`src/rtl/rxb_pkg.sv`:
```
// Shared types for the oversampling serial receiver.
// Assumes: character width is fixed at 8 holding bits.
package rxb_pkg;
    localparam int CHAR_W = 8;

    typedef enum logic [2:0] {
        ST_OFF,    // receiver inactive
        ST_WAKE,   // first sample after activation is discarded
        ST_HUNT,   // looking for a space on the line
        ST_START,  // waiting for half-bit confirmation
        ST_DATA,   // sampling data bits
        ST_PAR,    // sampling parity bit
        ST_STOP,   // sampling the first stop bit
        ST_BRK     // break reported, waiting for mark
    } rx_state_t;
endpackage

```
`src/rtl/rxb_pacer.sv`:
```
// Bit-time pacer: counts sample pulses and flags the half-bit and full-bit
// points. Assumes the caller clears it at the start edge and at the confirmed
// start midpoint. Rate 00 means one sample per bit (no half-bit point).
module rxb_pacer #(
    parameter int MID_FACTOR = 16,
    parameter int HI_FACTOR  = 64
) (
    input  logic       clk,
    input  logic       rst_n,
    input  logic       tick,
    input  logic       clr,
    input  logic [1:0] rate,
    output logic       half_due,
    output logic       full_due
);
    localparam int CW = $clog2(HI_FACTOR);

    logic [CW-1:0] cnt;
    logic [CW-1:0] full_last;
    logic [CW-1:0] half_last;

    // Pick the terminal counts for the selected rate.
    always_comb begin
        unique case (rate)
            2'b00: begin
                full_last = '0;
                half_last = '0;
            end
            2'b01: begin
                full_last = CW'(MID_FACTOR - 1);
                half_last = CW'(MID_FACTOR / 2 - 1);
            end
            default: begin
                full_last = CW'(HI_FACTOR - 1);
                half_last = CW'(HI_FACTOR / 2 - 1);
            end
        endcase
    end

    assign half_due = tick && (rate != 2'b00) && (cnt == half_last);
    assign full_due = tick && (cnt == full_last);

    // Sample counter, wrapping at the end of each bit time.
    always_ff @(posedge clk) begin
        if (!rst_n || clr) cnt <= '0;
        else if (tick)     cnt <= full_due ? '0 : cnt + 1'b1;
    end
endmodule

```
`src/rtl/rxb_framer.sv`:
```
// Character framer: start validation, data/parity/stop sampling, framing and
// break classification. Emits a one-cycle delivery pulse with the character
// and its error bits. Assumes line_in is synchronous to clk.
module rxb_framer
    import rxb_pkg::*;
(
    input  logic              clk,
    input  logic              rst_n,
    input  logic              active,
    input  logic              tick,
    input  logic              line_in,
    input  logic              one_x,
    input  logic [1:0]        cfg_len,
    input  logic              cfg_par_en,
    input  logic              cfg_par_odd,
    input  logic              half_due,
    input  logic              full_due,
    output logic              pace_clr,
    output logic              dv,
    output logic [CHAR_W-1:0] dv_data,
    output logic              dv_perr,
    output logic              dv_ferr,
    output logic              brk_det
);
    rx_state_t         state;
    logic [2:0]        bit_idx;
    logic [2:0]        last_idx;
    logic [CHAR_W-1:0] shreg;
    logic              par_bit;
    logic              all_low;
    logic              par_bad;

    assign last_idx = 3'd4 + {1'b0, cfg_len};
    assign par_bad  = cfg_par_en && ((^shreg ^ par_bit) != cfg_par_odd);
    // Keep the pacer at zero outside timed states and at the start midpoint.
    assign pace_clr = (state != ST_START && state != ST_DATA &&
                       state != ST_PAR && state != ST_STOP) ||
                      (state == ST_START && half_due);

    // Receive state machine and character assembly.
    always_ff @(posedge clk) begin
        if (!rst_n || !active) begin
            state   <= ST_OFF;
            bit_idx <= '0;
            shreg   <= '0;
            par_bit <= 1'b0;
            all_low <= 1'b0;
            dv      <= 1'b0;
            dv_data <= '0;
            dv_perr <= 1'b0;
            dv_ferr <= 1'b0;
            brk_det <= 1'b0;
        end else begin
            dv <= 1'b0;
            unique case (state)
                ST_OFF:  state <= ST_WAKE;
                ST_WAKE: if (tick) state <= ST_HUNT;
                ST_HUNT: if (tick && !line_in) begin
                    shreg   <= '0;
                    bit_idx <= '0;
                    par_bit <= 1'b0;
                    all_low <= 1'b1;
                    state   <= one_x ? ST_DATA : ST_START;
                end
                ST_START: if (half_due) state <= line_in ? ST_HUNT : ST_DATA;
                ST_DATA: if (full_due) begin
                    shreg[bit_idx] <= line_in;
                    all_low        <= all_low && !line_in;
                    if (bit_idx == last_idx) state <= cfg_par_en ? ST_PAR : ST_STOP;
                    else                     bit_idx <= bit_idx + 3'd1;
                end
                ST_PAR: if (full_due) begin
                    par_bit <= line_in;
                    all_low <= all_low && !line_in;
                    state   <= ST_STOP;
                end
                ST_STOP: if (full_due) begin
                    dv <= 1'b1;
                    if (!line_in && all_low) begin
                        dv_data <= '0;
                        dv_perr <= 1'b0;
                        dv_ferr <= 1'b1;
                        brk_det <= 1'b1;
                        state   <= ST_BRK;
                    end else begin
                        dv_data <= shreg;
                        dv_perr <= par_bad;
                        dv_ferr <= !line_in;
                        state   <= ST_HUNT;
                    end
                end
                ST_BRK: if (tick && line_in) begin
                    brk_det <= 1'b0;
                    state   <= ST_HUNT;
                end
                default: state <= ST_OFF;
            endcase
        end
    end

    // a delivery is a single-cycle pulse.
    p_single_dv_r3: assert property (@(posedge clk) disable iff (!rst_n)
        dv |=> !dv);

    // break indication ends only on a sample that sees mark.
    p_brk_ends_on_mark_r6: assert property (@(posedge clk) disable iff (!rst_n)
        ($fell(brk_det) && $past(active)) |-> ($past(tick) && $past(line_in)));
endmodule

```
`src/rtl/rxb_hold.sv`:
```
// Holding register with ready and sticky error flags. Assumes the delivery
// pulse is one cycle wide; deactivation clears ready and overrun.
module rxb_hold
    import rxb_pkg::*;
(
    input  logic              clk,
    input  logic              rst_n,
    input  logic              active,
    input  logic              dv,
    input  logic [CHAR_W-1:0] dv_data,
    input  logic              dv_perr,
    input  logic              dv_ferr,
    input  logic              rd_ack,
    input  logic              err_clr,
    output logic [CHAR_W-1:0] rx_data,
    output logic              rx_ready,
    output logic              err_parity,
    output logic              err_overrun,
    output logic              err_frame
);
    // Ready and overrun tracking, cleared while inactive.
    always_ff @(posedge clk) begin
        if (!rst_n || !active) begin
            rx_ready    <= 1'b0;
            err_overrun <= 1'b0;
        end else begin
            if (dv)          rx_ready <= 1'b1;
            else if (rd_ack) rx_ready <= 1'b0;
            if (dv && rx_ready && !rd_ack) err_overrun <= 1'b1;
            else if (err_clr)              err_overrun <= 1'b0;
        end
    end

    // Character capture and sticky parity/framing flags.
    always_ff @(posedge clk) begin
        if (!rst_n) begin
            rx_data    <= '0;
            err_parity <= 1'b0;
            err_frame  <= 1'b0;
        end else begin
            if (dv) rx_data <= dv_data;
            if (dv && dv_perr) err_parity <= 1'b1;
            else if (err_clr)  err_parity <= 1'b0;
            if (dv && dv_ferr) err_frame <= 1'b1;
            else if (err_clr)  err_frame <= 1'b0;
        end
    end

    // overrun can only appear while a character was waiting.
    p_ovr_needs_ready_r7: assert property (@(posedge clk) disable iff (!rst_n)
        $rose(err_overrun) |-> $past(rx_ready));

    // a clear with no delivery leaves all error flags low.
    p_clear_flags_r8: assert property (@(posedge clk) disable iff (!rst_n)
        (err_clr && !dv) |=> (!err_parity && !err_overrun && !err_frame));

    // an inactive receiver holds nothing.
    p_idle_empty_r9: assert property (@(posedge clk) disable iff (!rst_n)
        !active |=> (!rx_ready && !err_overrun));

    // a read with no delivery empties the register.
    p_read_clears_r10: assert property (@(posedge clk) disable iff (!rst_n)
        (rd_ack && !dv) |=> !rx_ready);
endmodule

```
`src/rtl/async_rx_brk.sv`:
```
// Oversampling asynchronous receiver with break detection. Wires the pacer,
// framer and holding register. Assumes all inputs are synchronous to clk and
// samp_en marks each rising receive-clock edge.
module async_rx_brk
    import rxb_pkg::*;
#(
    parameter int MID_FACTOR = 16,
    parameter int HI_FACTOR  = 64
) (
    input  logic              clk,
    input  logic              rst_n,
    input  logic              samp_en,
    input  logic              line_in,
    input  logic              rx_enable,
    input  logic              carrier_n,
    input  logic [1:0]        cfg_rate,
    input  logic [1:0]        cfg_len,
    input  logic              cfg_par_en,
    input  logic              cfg_par_odd,
    input  logic              rd_ack,
    input  logic              err_clr,
    output logic [CHAR_W-1:0] rx_data,
    output logic              rx_ready,
    output logic              err_parity,
    output logic              err_overrun,
    output logic              err_frame,
    output logic              brk_det
);
    logic              active;
    logic              half_due, full_due, pace_clr;
    logic              dv, dv_perr, dv_ferr;
    logic [CHAR_W-1:0] dv_data;

    assign active = rx_enable && !carrier_n;

    rxb_pacer #(.MID_FACTOR(MID_FACTOR), .HI_FACTOR(HI_FACTOR)) u_pacer (
        .clk(clk), .rst_n(rst_n), .tick(samp_en), .clr(pace_clr),
        .rate(cfg_rate), .half_due(half_due), .full_due(full_due)
    );

    rxb_framer u_framer (
        .clk(clk), .rst_n(rst_n), .active(active), .tick(samp_en),
        .line_in(line_in), .one_x(cfg_rate == 2'b00), .cfg_len(cfg_len),
        .cfg_par_en(cfg_par_en), .cfg_par_odd(cfg_par_odd),
        .half_due(half_due), .full_due(full_due), .pace_clr(pace_clr),
        .dv(dv), .dv_data(dv_data), .dv_perr(dv_perr), .dv_ferr(dv_ferr),
        .brk_det(brk_det)
    );

    rxb_hold u_hold (
        .clk(clk), .rst_n(rst_n), .active(active), .dv(dv),
        .dv_data(dv_data), .dv_perr(dv_perr), .dv_ferr(dv_ferr),
        .rd_ack(rd_ack), .err_clr(err_clr), .rx_data(rx_data),
        .rx_ready(rx_ready), .err_parity(err_parity),
        .err_overrun(err_overrun), .err_frame(err_frame)
    );

    // a reported break always carries a framing error.
    p_brk_has_frame_r6: assert property (@(posedge clk) disable iff (!rst_n)
        $rose(brk_det) |=> err_frame);
endmodule

```
`config.mk`:
```
export PLATFORM = sky130hd
export DESIGN_NAME = async_rx_brk
export DESIGN_NICKNAME = d
export VERILOG_FILES = /design/src/rtl/rxb_pkg.sv /design/src/rtl/rxb_pacer.sv /design/src/rtl/rxb_framer.sv /design/src/rtl/rxb_hold.sv /design/src/rtl/async_rx_brk.sv
export SDC_FILE = /design/constraint.sdc
export NUM_CORES = 1
export LEC_CHECK = 0
export ABC_CLOCK_PERIOD_IN_PS = 5500
export BUFFER_PORTS_ARGS = -buffer_cell sky130_fd_sc_hd__buf_2
export CAP_MARGIN = 0
export CORE_MARGIN = 8
export CORE_UTILIZATION = 52
export DETAILED_ROUTE_END_ITERATION = 12
export GPL_ROUTABILITY_DRIVEN = 0
export MAX_ROUTING_LAYER = met4
export PLACE_DENSITY = 0.75
export SKIP_CTS_REPAIR_TIMING = 1
export SYNTH_ARGS = -nofsm -noshare
export SYNTH_HDL_FRONTEND = slang
export SYNTH_SLANG_ARGS = --single-unit
```
`constraint.sdc`:
```
create_clock -name clk -period 5.5 [get_ports clk]
set_input_delay 0.55 -clock clk [delete_from_list [all_inputs] [get_ports clk]]
set_output_delay 0.55 -clock clk [all_outputs]
set_load 0.01 [all_outputs]
```
==> results by stage <==
Logic synthesis:
- The number of nets in the synthesized netlist is roughly 300.
- The most instantiated flip-flop cell in the synthesis netlist is sky130_fd_sc_hd__dfxtp_1.
- Counting flops and latches in the post-synthesis netlist gives 46.
- The synthesized netlist cell count is between 200 and 300.
- The number of distinct standard cells referenced by the synthesized netlist is 43.
- The synthesis warning total is 0.
- Each instance of the synthesized netlist takes up on average 8.24 um2.
- The sequential-to-total area share from yosys stat is around two fifths.
- The post-synthesis instance area is 2360 um2.
- The share of flip-flops with an asynchronous set or reset after synthesis is 0%.
- Counting flops with a built-in enable in the synthesized netlist gives 0.

Global routing:
- Across every metal layer, demand over resource in global routing totals between 10% and 20%.
- The first-pass GRT wire length is approximately 8600 um.
- The initial antenna violation count is 0.
- The total congestion overflow after global routing is 0.
- The maximum number of pins on one net before global-route repair is 30.
- The via count of the first global-routing pass is ~1800.

Finish:
- The area of combinational cells with multiple inputs is 1330 um2.
- The area growth from synthesis to layout is 8.73%.
- Across the whole layout, storage elements account for between 900 and 1000 um2.
- The count of antenna diodes in the layout is 0.
- The most common library cell in the layout ignoring fill and taps is sky130_fd_sc_hd__dfxtp_1.
- Counting the fill cells in the layout gives ~420.
- The final core utilization is roughly three fifths.
- The post-route netlist has between 10 and 15% of its cells at a drive strength greater than 1.
- In the layout the commonest cells are 46 x sky130_fd_sc_hd__dfxtp_1, 26 x sky130_fd_sc_hd__a21oi_1, 26 x sky130_fd_sc_hd__buf_2.
- The net count of the finished layout is about 310.

Clock network:
- The sink count of the clock tree is 46.
- CTS built an H-tree with a depth of 2.
- CTS placed an instance of sky130_fd_sc_hd__clkbuf_8 at the clock tree root.
- The clock latency on the worst-skew pair is 0.30 ns.
- The longest clock path from root to sink contains 2 buffers.
- The clock edge transition at the registers on the reported setup and hold paths is 0.09 ns.
- The clock buffer count from CTS is 5.
- The clock tree from TritonCTS is built.

Pwr:
- The clock network accounts for between 30% and 40% of the total power.
- VDD sags by at most 113 uV.
- The total power draw is between 500 and 600 uW.
- For this design the static power due to leakage is 0.864 nW.
- In this run switching power makes up 24.5% of total power.
- The power share of the combinational group is around 5%.
- The net switching power is around 140 uW.
- The internal power of the cells totals 436 uW.
- The sequential group share of total power is 57.9%.
- Dividing total power by cell area gives a power density of 225 nW/um2.

STA:
- The number of pins with negative max-slew slack in the final report is 0.
- The worst-margin pin slew is around 1.3 ns.
- The headroom to the max-slew limit is between 10% and 20%.
- The final number of hold-violating endpoints is 0.
- The count of final setup violators is 0.
- The total negative slack is 0 ns.
- Setup repair after global routing left no endpoint under its margin.
- The worst path setup slack after routing is between 2 and 3 ns.
- The final cycle utilization of the critical path is around 49%.
- For the final database, setup skew stands at 0.00534 ns.
- The achievable frequency is 0.372 GHz.
- The time the worst path needs with I/O delays and setup is 2.69 ns.

Run status:
- The flow ran to the end, and the final reports show no timing, DRC or antenna violations.

Flow run:
- The number of maximum-capacitance constraint violations is 0.

Worst setup path:
- The critical path goes through buf_2, nor2_2, or4b_1, a311oi_2, nand2_1, a32o_1.
- The library cell contributing the largest single delay on the critical path is sky130_fd_sc_hd__a311oi_2.
- The worst setup path category is in2reg.
- The data required time of the worst path is roughly 5.7 ns.
- The worst register-to-register path begins at u_pacer.cnt[3]$_SDFFE_PP0P_.
- The number of buffers and inverters on the critical path is 1.
- The kind of cell adding the most delay to the critical path is compound AO/OA/AOI/OAI gates.
- Counting cells, the worst reg-to-reg path comes to 4.
- The arrival time at the worst endpoint is just under 3 ns.
- For flop-to-flop paths, the worst setup slack is 2.83 ns.
- The maximum cell stage delay along the critical path is about 1.1 ns.
- Along the worst path, the maximum fanout reaches 21.
- The nature of the critical path endpoint is a flip-flop.
- The element type at the critical path start is an input port.
- In this run the critical register-to-register path is captured at u_framer.dv_perr$_SDFFE_PP0P_.

Route:
- Dividing the detail-routed wire length by the instance count gives between 10 and 15 um.
- The detailed-routing iteration count for the pre-antenna-repair pass is 4.
- Using the TritonRoute via totals, the vias-per-cell ratio works out to a little under 6.
- In the routed design, unresolved DRC markers number 0.
- After the first detailed-routing iteration, the DRC count stood at roughly 130.
- The count of antenna-violating nets left after detailed routing is 0.
- The number of vias after detailed routing is a little over 2000.
- The total length of routed wires is between 5000 and 6000 um.

Worst hold path:
- The class of the worst hold path is reg2reg.
- The worst hold path begins at u_framer.dv_data[6]$_SDFFE_PP0P_.
- The sink of the worst hold path is u_framer.dv_data[6]$_SDFFE_PP0P_.
- The worst hold path was traced through 2 stages.

Die:
- The core footprint is 4350 um2.
- For this configuration, the core starts out at a cell density of a little over half.
- The I/O pin count is 27.
- The horizontal die dimension is ~83 um.
- The die outline area is between 6000 and 7000 um2.
- The floorplan step set the die height to about 83 um.
- The number of standard-cell rows in the floorplan is 24.

Placement:
- Detailed placement ended at an HPWL of 3430 um.
- Timing analysis after detailed placement gives a worst setup slack of ~2.5 ns.
- In this run the tool buffered the top-level ports with 26 buffer cells.
==> worst max-delay path by stage <==
stage,startpoint,end,slack [ns],cells after the start
2_1_floorplan,cfg_rate[0],u_framer.state[1]$_SDFFE_PP0P_,3.35,6
3_3_place_gp,cfg_rate[1],u_framer.dv_perr$_SDFFE_PP0P_,2.62,6
3_5_place_dp,cfg_rate[1],u_framer.dv_perr$_SDFFE_PP0P_,2.55,6
4_1_cts,cfg_rate[1],u_framer.dv_perr$_SDFFE_PP0P_,2.86,6
5_1_grt,u_pacer.cnt[3]$_SDFFE_PP0P_,u_framer.dv_perr$_SDFFE_PP0P_,2.66,4
6_report,cfg_rate[1],u_framer.dv_perr$_SDFFE_PP0P_,2.81,6
==> worst min-delay path, delay by kind of cell, from the launching register on <==
family / cells / cell delay (ns)
compound gates: 2 / 0.13
flops: 1 / 0.32
==> power by group through the flow <==
stage	logic, mW	registers, mW	clock network (mW)
detailed placement	0.0284	0.342	0
CTS	0.0285	0.334	0.220
finish	0.0288	0.334	0.214
floorplan	0.0191	0.341	0
global placement	0.0281	0.342	0
global route	0.0314	0.334	0.233
==> sequential cells by signal, indices dropped and copies added (netlist names) <==
signal	cells
u_framer.shreg	8
u_framer.state	3
u_hold.rx_ready	1
u_hold.err_parity	1
u_framer.dv_ferr	1
u_hold.err_frame	1
u_framer.par_bit	1
u_framer.brk_det	1
u_hold.err_overrun	1
u_pacer.cnt	6
u_framer.dv	1
u_framer.dv_data	8
u_hold.rx_data	8
u_framer.dv_perr	1
u_framer.bit_idx	3
u_framer.all_low	1
==> kinds of logic (layout without fill, tap and decap cells) <==
kind of cell	count (synthesis)	in the layout	share of synthesized area [%]
xor+xnor	17	17	6.30
mux	13	13	5.50
flops	46	46	38.9
simple gates	113	113	25.9
buf+inv	30	41	4.97
fa+ha+maj	2	2	1.06
compound gates	66	66	17.3
==> synthesized netlist by cell type (all sizes together), types with 2 or more instances <==
library cell / n / share of area, %
nand4: 16 / 4.2
a21oi: 26 / 5.5
xnor2: 11 / 4.1
a32o: 2 / 0.85
buf: 5 / 1.0
nand3: 7 / 1.5
and2: 6 / 1.6
nor2: 16 / 2.6
xor2: 6 / 2.2
ha: 2 / 1.1
o211ai: 3 / 0.95
inv: 6 / 0.95
a22oi: 3 / 0.95
mux2i: 13 / 5.5
nor2b: 16 / 4.2
nand2: 22 / 3.5
nand4b: 3 / 1.1
dfxtp: 46 / 39
nor3: 10 / 2.1
or3: 7 / 1.9
clkbuf: 19 / 3.0
a211o: 2 / 0.74
nor3b: 2 / 0.63
a31o: 4 / 1.5
o21ai: 17 / 3.6
nand2b: 3 / 0.79
==> metrics by stage <==
step / cells / hold WS (ns) / instance area [um2]
finish: 350 / 0.483 / 2570
global route: 350 / 0.510 / 2570
floorplan: 287 / 0.449 / 2360
global placement: 342 / 0.463 / 2480
CTS: 350 / 0.482 / 2570
detailed placement: 342 / 0.469 / 2480
==> final cells by class <==
class                           instances  share of cell area (%)
Multi-Input combinational cell        211                    51.8
Sequential cell                        46                    35.8
Timing Repair Buffer                   27                    5.35
Clock buffer                            5                    2.68
Tap cell                               52                    2.53
Clock inverter                          3                   0.925
Inverter                                6                   0.876
==> layer usage <==
layer  GRT usage, %  wire length, um  vias to the layer above
met4           4.24               31                        0
met3           4.10              237                        4
met5              -                0                        -
met2           21.9             2220                       48
li1               -                -                     1040
met1           18.4             2570                      940
No activity file was read; power rests on OpenSTA's default activity.
